File: src/rtl/bsl_pkg.sv
package bsl_pkg;

    typedef enum logic [1:0] {
        ST_IDLE  = 2'd0,
        ST_SYNC  = 2'd1,
        ST_BURST = 2'd2
    } bsl_state_t;

    // Bit positions of the sampled control lines inside the edge detector
    localparam int IDX_READY = 0;
    localparam int IDX_OE    = 1;
    localparam int N_LINES   = 2;

endpackage

File: src/rtl/bsl_edge.sv
// Registered edge detector. Each bit reports either a rising or a falling
// transition, chosen per bit by RISE_MASK, against its sample from the
// previous clock edge.
module bsl_edge #(
    parameter int              W         = 2,
    parameter logic [W-1:0]    RISE_MASK = '1,
    parameter logic [W-1:0]    RST_VAL   = '0
) (
    input  logic         clk,
    input  logic         por_n,
    input  logic [W-1:0] d,
    output logic [W-1:0] hit
);

    logic [W-1:0] d_q;

    always_ff @(posedge clk or negedge por_n) begin
        if (!por_n) begin
            d_q <= RST_VAL;
        end else begin
            d_q <= d;
        end
    end

    for (genvar i = 0; i < W; i++) begin : g_bit
        if (RISE_MASK[i]) begin : g_rise
            assign hit[i] = d[i] & ~d_q[i];
        end else begin : g_fall
            assign hit[i] = ~d[i] & d_q[i];
        end
    end

endmodule

File: src/rtl/bsl_trig.sv
// Start qualification: picks the trigger rule for the current mode and
// gates it with the level conditions that must all hold together.
module bsl_trig (
    input  logic por_mode,
    input  logic ready_lvl,
    input  logic ready_rise,
    input  logic oe_n,
    input  logic oe_fall,
    input  logic addr_strobe,
    input  logic pd_n,
    input  logic auto_latch_en,
    output logic fire
);

    logic levels_ok;
    logic event_seen;

    always_comb begin
        levels_ok = addr_strobe && pd_n && !oe_n && auto_latch_en;
        if (por_mode) begin
            // whichever of the two events comes last starts the sequence
            event_seen = (ready_rise && !oe_n) || (oe_fall && ready_lvl);
        end else begin
            event_seen = ready_rise;
        end
        fire = levels_ok && event_seen;
    end

endmodule

File: src/rtl/bsl_fsm.sv
// Edge-counting controller: tracks the sequence, captures the address on
// the latch edge and ends the power-on trigger rule on completion.
module bsl_fsm
    import bsl_pkg::*;
#(
    parameter int ADDR_W      = 23,
    parameter int LATCH_EDGE  = 3,
    parameter int TOTAL_EDGES = 4
) (
    input  logic              clk,
    input  logic              por_n,
    input  logic              fire,
    input  logic              ready_lvl,
    input  logic              auto_latch_en,
    input  logic [ADDR_W-1:0] addr,
    output bsl_state_t        state,
    output logic [ADDR_W-1:0] start_addr,
    output logic              por_mode
);

    localparam int CNT_W = $clog2(TOTAL_EDGES + 1);
    localparam logic [CNT_W-1:0] LATCH_CNT = CNT_W'(LATCH_EDGE);
    localparam logic [CNT_W-1:0] LAST_CNT  = CNT_W'(TOTAL_EDGES);
    localparam logic [CNT_W-1:0] FIRST_CNT = CNT_W'(1);

    bsl_state_t       state_nxt;
    logic [CNT_W-1:0] cnt;
    logic [CNT_W-1:0] cnt_nxt;
    logic [CNT_W-1:0] cnt_inc;
    logic             capture;
    logic             complete;

    // State register
    always_ff @(posedge clk or negedge por_n) begin
        if (!por_n) begin
            state      <= ST_IDLE;
            cnt        <= '0;
            start_addr <= '0;
            por_mode   <= 1'b1;
        end else begin
            state <= state_nxt;
            cnt   <= cnt_nxt;
            if (capture) begin
                start_addr <= addr;
            end
            if (complete) begin
                por_mode <= 1'b0;
            end
        end
    end

    // Next-state logic
    always_comb begin
        state_nxt = state;
        cnt_nxt   = cnt;
        capture   = 1'b0;
        complete  = 1'b0;
        cnt_inc   = cnt + FIRST_CNT;
        unique case (state)
            ST_IDLE: begin
                if (fire) begin
                    state_nxt = ST_SYNC;
                    cnt_nxt   = FIRST_CNT;
                end
            end
            ST_SYNC: begin
                if (!ready_lvl && auto_latch_en) begin
                    state_nxt = ST_IDLE;
                    cnt_nxt   = '0;
                end else begin
                    cnt_nxt = cnt_inc;
                    if (cnt_inc == LATCH_CNT) begin
                        capture = 1'b1;
                    end
                    if (cnt_inc == LAST_CNT) begin
                        state_nxt = ST_BURST;
                        cnt_nxt   = '0;
                        complete  = 1'b1;
                    end
                end
            end
            ST_BURST: begin
                state_nxt = ST_IDLE;
            end
            default: begin
                state_nxt = ST_IDLE;
                cnt_nxt   = '0;
            end
        endcase
    end

endmodule

File: src/rtl/burst_start_latch.sv
module burst_start_latch
    import bsl_pkg::*;
#(
    parameter int ADDR_W      = 23,
    parameter int DATA_W      = 16,
    parameter int LATCH_EDGE  = 3,
    parameter int TOTAL_EDGES = 4
) (
    input  logic              clk,
    input  logic              por_n,
    input  logic              ready_in,
    input  logic              oe_n,
    input  logic              addr_strobe,
    input  logic              pd_n,
    input  logic              auto_latch_en,
    input  logic [ADDR_W-1:0] addr,
    input  logic [DATA_W-1:0] rd_data,
    output logic [ADDR_W-1:0] start_addr,
    output logic [DATA_W-1:0] data_out,
    output logic              burst_start
);

    localparam logic [DATA_W-1:0] DUMMY_WORD = '1;
    // ready detects rising, output enable (active low) detects falling;
    // output enable resets to its inactive (high) value
    localparam logic [N_LINES-1:0] EDGE_RISE = N_LINES'(1) << IDX_READY;
    localparam logic [N_LINES-1:0] EDGE_RST  = N_LINES'(1) << IDX_OE;

    logic [N_LINES-1:0] lines;
    logic [N_LINES-1:0] edges;
    logic               fire;
    logic               por_mode;
    logic               in_seq;
    bsl_state_t         state;

    assign lines[IDX_READY] = ready_in;
    assign lines[IDX_OE]    = oe_n;

    bsl_edge #(
        .W         (N_LINES),
        .RISE_MASK (EDGE_RISE),
        .RST_VAL   (EDGE_RST)
    ) u_edge (
        .clk   (clk),
        .por_n (por_n),
        .d     (lines),
        .hit   (edges)
    );

    bsl_trig u_trig (
        .por_mode      (por_mode),
        .ready_lvl     (ready_in),
        .ready_rise    (edges[IDX_READY]),
        .oe_n          (oe_n),
        .oe_fall       (edges[IDX_OE]),
        .addr_strobe   (addr_strobe),
        .pd_n          (pd_n),
        .auto_latch_en (auto_latch_en),
        .fire          (fire)
    );

    bsl_fsm #(
        .ADDR_W      (ADDR_W),
        .LATCH_EDGE  (LATCH_EDGE),
        .TOTAL_EDGES (TOTAL_EDGES)
    ) u_fsm (
        .clk           (clk),
        .por_n         (por_n),
        .fire          (fire),
        .ready_lvl     (ready_in),
        .auto_latch_en (auto_latch_en),
        .addr          (addr),
        .state         (state),
        .start_addr    (start_addr),
        .por_mode      (por_mode)
    );

    // Output logic
    always_comb begin
        in_seq      = 1'b0;
        burst_start = 1'b0;
        data_out    = rd_data;
        unique case (state)
            ST_IDLE: begin
            end
            ST_SYNC: begin
                in_seq   = 1'b1;
                data_out = DUMMY_WORD;
            end
            ST_BURST: begin
                burst_start = 1'b1;
            end
            default: begin
            end
        endcase
    end

endmodule

File: config.mk
export PLATFORM = sky130hd
export DESIGN_NAME = burst_start_latch
export DESIGN_NICKNAME = d
export VERILOG_FILES = /design/src/rtl/bsl_pkg.sv /design/src/rtl/bsl_edge.sv /design/src/rtl/bsl_trig.sv /design/src/rtl/bsl_fsm.sv /design/src/rtl/burst_start_latch.sv
export SDC_FILE = /design/constraint.sdc
export NUM_CORES = 1
export LEC_CHECK = 0
export BUFFER_PORTS_ARGS = -buffer_cell sky130_fd_sc_hd__buf_2
export CAP_MARGIN = 15
export CORE_ASPECT_RATIO = 1.75
export CORE_UTILIZATION = 45
export CTS_BUF_LIST = sky130_fd_sc_hd__clkbuf_4 sky130_fd_sc_hd__clkbuf_8
export CTS_CLUSTER_DIAMETER = 60
export DETAILED_ROUTE_END_ITERATION = 6
export GPL_ROUTABILITY_DRIVEN = 1
export PLACE_DENSITY = 0.85
export SYNTH_ARGS = -nofsm -noshare
export SYNTH_HDL_FRONTEND = slang
export SYNTH_SLANG_ARGS = --single-unit
File: constraint.sdc
create_clock -name clk -period 1.7 [get_ports clk]
set_input_delay 0.34 -clock clk [delete_from_list [all_inputs] [get_ports clk]]
set_output_delay 0.34 -clock clk [all_outputs]
set_load 0.02 [all_outputs]
* Word-level counts from Yosys, hierarchy flattened
Cells that the tools add are included.
Word-level totals: flip-flop bits (word level) 31, latch bits 0, bits in writable memories 0, memory bits (read-only) 0, bits of input ports 46, output and inout port bits 40, word-level logic and storage cells 47, memories 0
Cells by class: add/subtract/negate cells 1, multiply operators 0, divide/modulo/power cells 0, order comparisons 0, eq/ne operators 6, shift-type cells 0, muxes and demuxes 17, bitwise gates (word level) 5, reduce and logical (&&, ||, !) cells 13
Operators by type and width (count):
- $mux W16 | 1
- $mux W3 | 3
- $pmux W3 S3 | 1
- $mux W1 | 8
- $logic_and A1 B1 Y1 | 7
- $mux W2 | 3
- $pmux W2 S2 | 1
- $reduce_and A2 Y1 | 2
- $add A3 B1 Y3 const B | 1
- $eq A3 B2 Y1 const B | 1
- $eq A3 B3 Y1 const B | 1
- $ne A3 B1 Y1 const B | 1
- $not A1 Y1 | 3
- $and A1 B1 Y1 | 2
- $eq A2 B1 Y1 const B | 1
- $eq A2 B2 Y1 const B | 1
- $logic_not A1 Y1 | 2
- $logic_not A2 Y1 | 1
- $ne A2 B2 Y1 const B | 1
- $logic_or A1 B1 Y1 | 1

* Longest topological paths before layout
depth in word-level cells 8, depth in mapped cells 5

* Cells and area by module
Synthesis repeated with hierarchy kept, for this count alone.
Unflattened totals: cells, all modules 104, area, all modules 1532.7 um^2
By module, submodules not included:
- bsl_fsm | instances 1, cells each 78, area each 1275.0 um^2, sequential area each 726.9 um^2
- burst_start_latch | instances 1, cells each 19, area each 160.2 um^2, sequential area each 0.0 um^2
- bsl_edge | instances 1, cells each 4, area each 78.8 um^2, sequential area each 51.3 um^2
- bsl_trig | instances 1, cells each 3, area each 18.8 um^2, sequential area each 0.0 um^2

* Worst setup path after synthesis
OpenSTA, ideal clock, no wires.
path kind reg-to-reg, start reg u_fsm.cnt[0], end reg u_fsm.start_addr[0], library setup time 0.125 ns, arrival time 1.467 ns, slack 0.108 ns, stages on the path, launching flop included 6, buffers on the path 1, cells stage by stage dfrtp_1 ha_1 xnor2_2 nand4_4 buf_6 mux2_4
On the way: longest elaborated chain between the ends 5
Ends and longest elaborated chain:
- start: declaration | RTL line bsl_fsm.sv:27 | logic [CNT_W-1:0] cnt;
- start signal: assignment | RTL line bsl_fsm.sv:42 | cnt <= cnt_nxt;
- $add A3 B1 Y3 | RTL line bsl_fsm.sv:58 | cnt_inc = cnt + FIRST_CNT;
- $eq A3 B2 Y1 | RTL line bsl_fsm.sv:72 | if (cnt_inc == LATCH_CNT) begin
- $mux W1 | RTL line bsl_fsm.sv:72
- $mux W1 | RTL line bsl_fsm.sv:67 | if (!ready_lvl && auto_latch_en) begin
- $mux W1 | RTL line bsl_fsm.sv:59 | unique case (state)
- end signal: assignment | RTL line bsl_fsm.sv:44 | start_addr <= addr;
- end: declaration | RTL line bsl_fsm.sv:17 | output logic [ADDR_W-1:0] start_addr,
Every way passes these cells. A chain may end at the register's enable or synchronous reset.

* Worst setup path in the final report
start reg u_fsm.cnt[0], end reg u_fsm.start_addr[2]
Same word-level chain as after synthesis.

==> summary.md <==
The post-CTS setup repair buffer count was 0. For the number of global-route vias before repair, the log shows 1,175. For the worst setup path, the data required time is 1.86 ns.

The reported max-cap violation count was 0; the area enclosed by the die boundary was 3480 um2. The share of final-layout standard cells stronger than drive strength 1 came out at 0.638. The worst setup path is captured at a flip-flop.

The HPWL reported at the end of detailed placement was 2440 um; the total chip power was 2.95 mW. The detail route stage leaves a number of antenna-violating nets equal to 0. The effective utilization at floorplan came out at 0.469. The highest attainable clock frequency is 0.614 GHz. The first global-routing pass estimated 5150 um of wire. The tools report the count of TritonRoute iterations in the first routing pass as 2. The worst hold path class is in2async. STA puts the critical path data arrival time at 1.79 ns.

Clock latency on the worst-skew pair, taken at its later pin, is 0.28 ns. Cell type contributing the most total cell area after synthesis: sky130_fd_sc_hd__dfrtp_1. Counting I/O delays and the setup requirement, the final critical path takes 1.63 ns.

After synthesis the netlist holds a flip-flop and latch count of 31. The floorplan has 27 rows. Setup violations remaining at the end of the flow were counted as 0.

TritonCTS built the clock tree. Counting along the longest clock path gives a buffer depth of 2. Net switching component of the power: 0.975 mW.

met2 is the most crowded layer. Entering global routing, the biggest net connects 32 pins. The clock sink total is 31.

The number of buffers created by CTS was 5. In the synthesized netlist the dominant register cell turns out to be sky130_fd_sc_hd__dfrtp_1. The final layout contains routed wiring with a total length of 3050 um.

In this run the worst path has a maximum fanout of 13. The H-tree was split into 2 levels. In this run the critical register-to-register path is launched from u_fsm.cnt[0].

The portion of total power attributed to combinational logic was 0.377. The number of DRC violations after detailed-routing iteration 0 was 16. Gates resized during post-CTS repair numbered 0.

Clock-pin slew was measured on the worst setup and hold paths at 0.07 ns. The top-area cell type share of the netlist area came out at 0.497. In the final timing run, aggregate negative setup slack is 0 ns.

The power density normalized to cell area is 1410 nW/um2, and the ratio of routed vias to standard cells is 4.68. The global-route met2 utilization is 0.358, and the combined area of all synthesized cells is 1460 um2. The count of endpoints failing hold in the final timing report is 0, and the met1 routing resource usage after global routing is 0.225. The slew at the pin closest to its max-slew limit was 0.645 ns. The count of cells in the finished layout, fillers not included, comes to 239. The most frequent cell after synthesis was sky130_fd_sc_hd__dfrtp_1.

The logs give 0.370 for the part of the power in registers and 1.25 mV for the peak ir drop on the vdd network. The tree is rooted in a sky130_fd_sc_hd__clkbuf_8. For the final core area utilization, the log shows 0.673. On the worst path, the slowest cell contributes a delay of 0.39 ns. Dividing the synthesized area by the synthesized cell count gives 14.4 um2. Input and output buffers added on the ports amount to 85.

Cell internal power was estimated by the tool at 1.98 mW. The total overflow left after global routing is 0. Proportion of register bits with asynchronous set or reset after synthesis: 1.00.

Routability-driven placement finished with a final weighted congestion of 0.873. The portion of the clock cycle consumed by the worst path in the final layout was 0.958. Final hold analysis gives a worst-case slack of 0.0796 ns. Yosys mapped a number of flops with a built-in enable equal to 0. The startpoint-to-endpoint class of the critical path is reg2reg.

After synthesis, the cell types taking the most area are sky130_fd_sc_hd__dfrtp_1 50%, sky130_fd_sc_hd__mux2_4 21%, sky130_fd_sc_hd__nand2b_1 9.0%. In this run the horizontal extent of the chip is 45.0 um. The number of placed instances, taps included, is 231.

The initial antenna violation count was 0. The family with the most delay on the worst path was flip-flops. Sum of buffers and inverters on the critical path: 1. On the final layout, the worst clock skew is 0.00470 ns.

The tools report the worst max-slew margin expressed relative to the limit as 0.570. The run gives 244 as the layout net count. For this design, the slowest cell found on the critical path is sky130_fd_sc_hd__dfrtp_1. Category of the worst setup path launch point: a flip-flop.

In this run the worst setup path begins at u_fsm.cnt[0]. The tools report the total I/O pin count as 86. The run gives 0.533 as the share of synthesized area occupied by flip-flops and latches.

The number of standard cells after synthesis was 101. Yosys printed 0 warnings. The signal on the critical path passes through ha_1 > xnor2_2 > nand4_4 > buf_12 > mux2_4.

The fraction of power consumed by the clock network was 0.254. Compared with the post-synthesis result, the final layout area differs by 43.4%. Setup repair after global routing left no endpoint under its margin.

The total global-route track usage is 0.206. Ranked by instance count, the synthesized netlist is headed by 29 x sky130_fd_sc_hd__dfrtp_1, 21 x sky130_fd_sc_hd__nand2b_1, 20 x sky130_fd_sc_hd__mux2_4. Hold repair after CTS inserted 0 buffers.

The floorplan step set the die height to 77.3 um. In this run, distinct cell masters in the synthesized netlist total 21. Detailed routing inserted a total of 1,119 vias. The core outline area was 3110 um2. The global routing met3 resource utilization came out at 0.0494. For this run, design rule violations remaining after detail routing come to 0. The flow ran to the end, and the final reports show no timing, DRC or antenna violations.

For this design the static power due to leakage is 1.23 nW. Dividing the detail-routed wire length by the instance count gives 12.8 um. The switching share of power was 0.330. The tools report the count of inserted antenna diode cells as 0. The logs give 0 for the final-report max-slew violation count and 150 for the number of nets produced by synthesis.
## state kept, by name, summed over array words and instances, names as in the netlist
signal,cells
u_fsm.state,2
u_edge.d_q,2
u_fsm.por_mode,1
u_fsm.cnt,3
u_fsm.start_addr,23
## logic make-up (layout without fill, tap and decap cells)
kind of cell	count (synthesis)	after routing	share of synthesized area
AOI/OAI and AO/OA	7	7	0.0420
xor gates and xnor gates	1	1	0.0112
adders and majority gates	3	3	0.0257
buffers and inverters	6	101	0.0257
DFF	31	31	0.533
muxes	23	23	0.229
and+or+nand+nor	30	30	0.133
## per-stage QoR
stage,setup WS (ns),cell area [um2]
floorplan,0.108,1460
global placement,0.117,1970
detailed placement,0.0720,1970
CTS,0.0697,2090
global route,0.00901,2090
finish,0.0716,2090
## final timing paths
path                            cells after the start                   end  slack (ns)
min in group clk                                    1         u_edge.d_q[1]        0.16
worst max register to register                      5   u_fsm.start_addr[2]        0.07
worst min-delay path                                1  u_fsm.start_addr[17]        0.08
worst min register to register                      1        u_fsm.por_mode        0.46
max in group asynchronous                           1   u_fsm.start_addr[2]        1.20
worst max-delay path                                5   u_fsm.start_addr[2]        0.07
## power by group through the flow
stage	registers, mW	clock network [mW]	logic, mW
finish	1.09	0.748	1.11
global route	1.11	0.805	1.19
CTS	1.09	0.765	1.12
detailed placement	1.09	0	1.12
global placement	1.10	0	1.09
floorplan	1.33	0	0.487
## layout by cell type, fill, tap and decap left out, types with 2 or more instances in the layout
cell type / count
sky130_fd_sc_hd__buf_12: 2
sky130_fd_sc_hd__buf_2: 85
sky130_fd_sc_hd__buf_4: 3
sky130_fd_sc_hd__clkbuf_8: 6
sky130_fd_sc_hd__dfrtp_1: 29
sky130_fd_sc_hd__dfstp_2: 2
sky130_fd_sc_hd__ha_1: 3
sky130_fd_sc_hd__inv_1: 3
sky130_fd_sc_hd__mux2_2: 3
sky130_fd_sc_hd__mux2_4: 20
sky130_fd_sc_hd__nand2_1: 3
sky130_fd_sc_hd__nand2b_1: 21
sky130_fd_sc_hd__nor2b_1: 2
sky130_fd_sc_hd__o32ai_1: 3
## routing by layer
metal	part of all wire	routed length, um
met1	0.35	1080
met2	0.59	1790
met4	0.014	42
met3	0.047	142
met5	0	0
## cell type report
class / count / area, um2
flip-flops and latches: 31 / 778
clock inverters: 2 / 35.0
multi-input cells: 64 / 643
fillers: 254 / 1020
clock buffers: 6 / 82.6
inverters: 3 / 11.3
repair buffers: 90 / 488
well taps: 43 / 53.8
(Power assumes the default switching activity.)
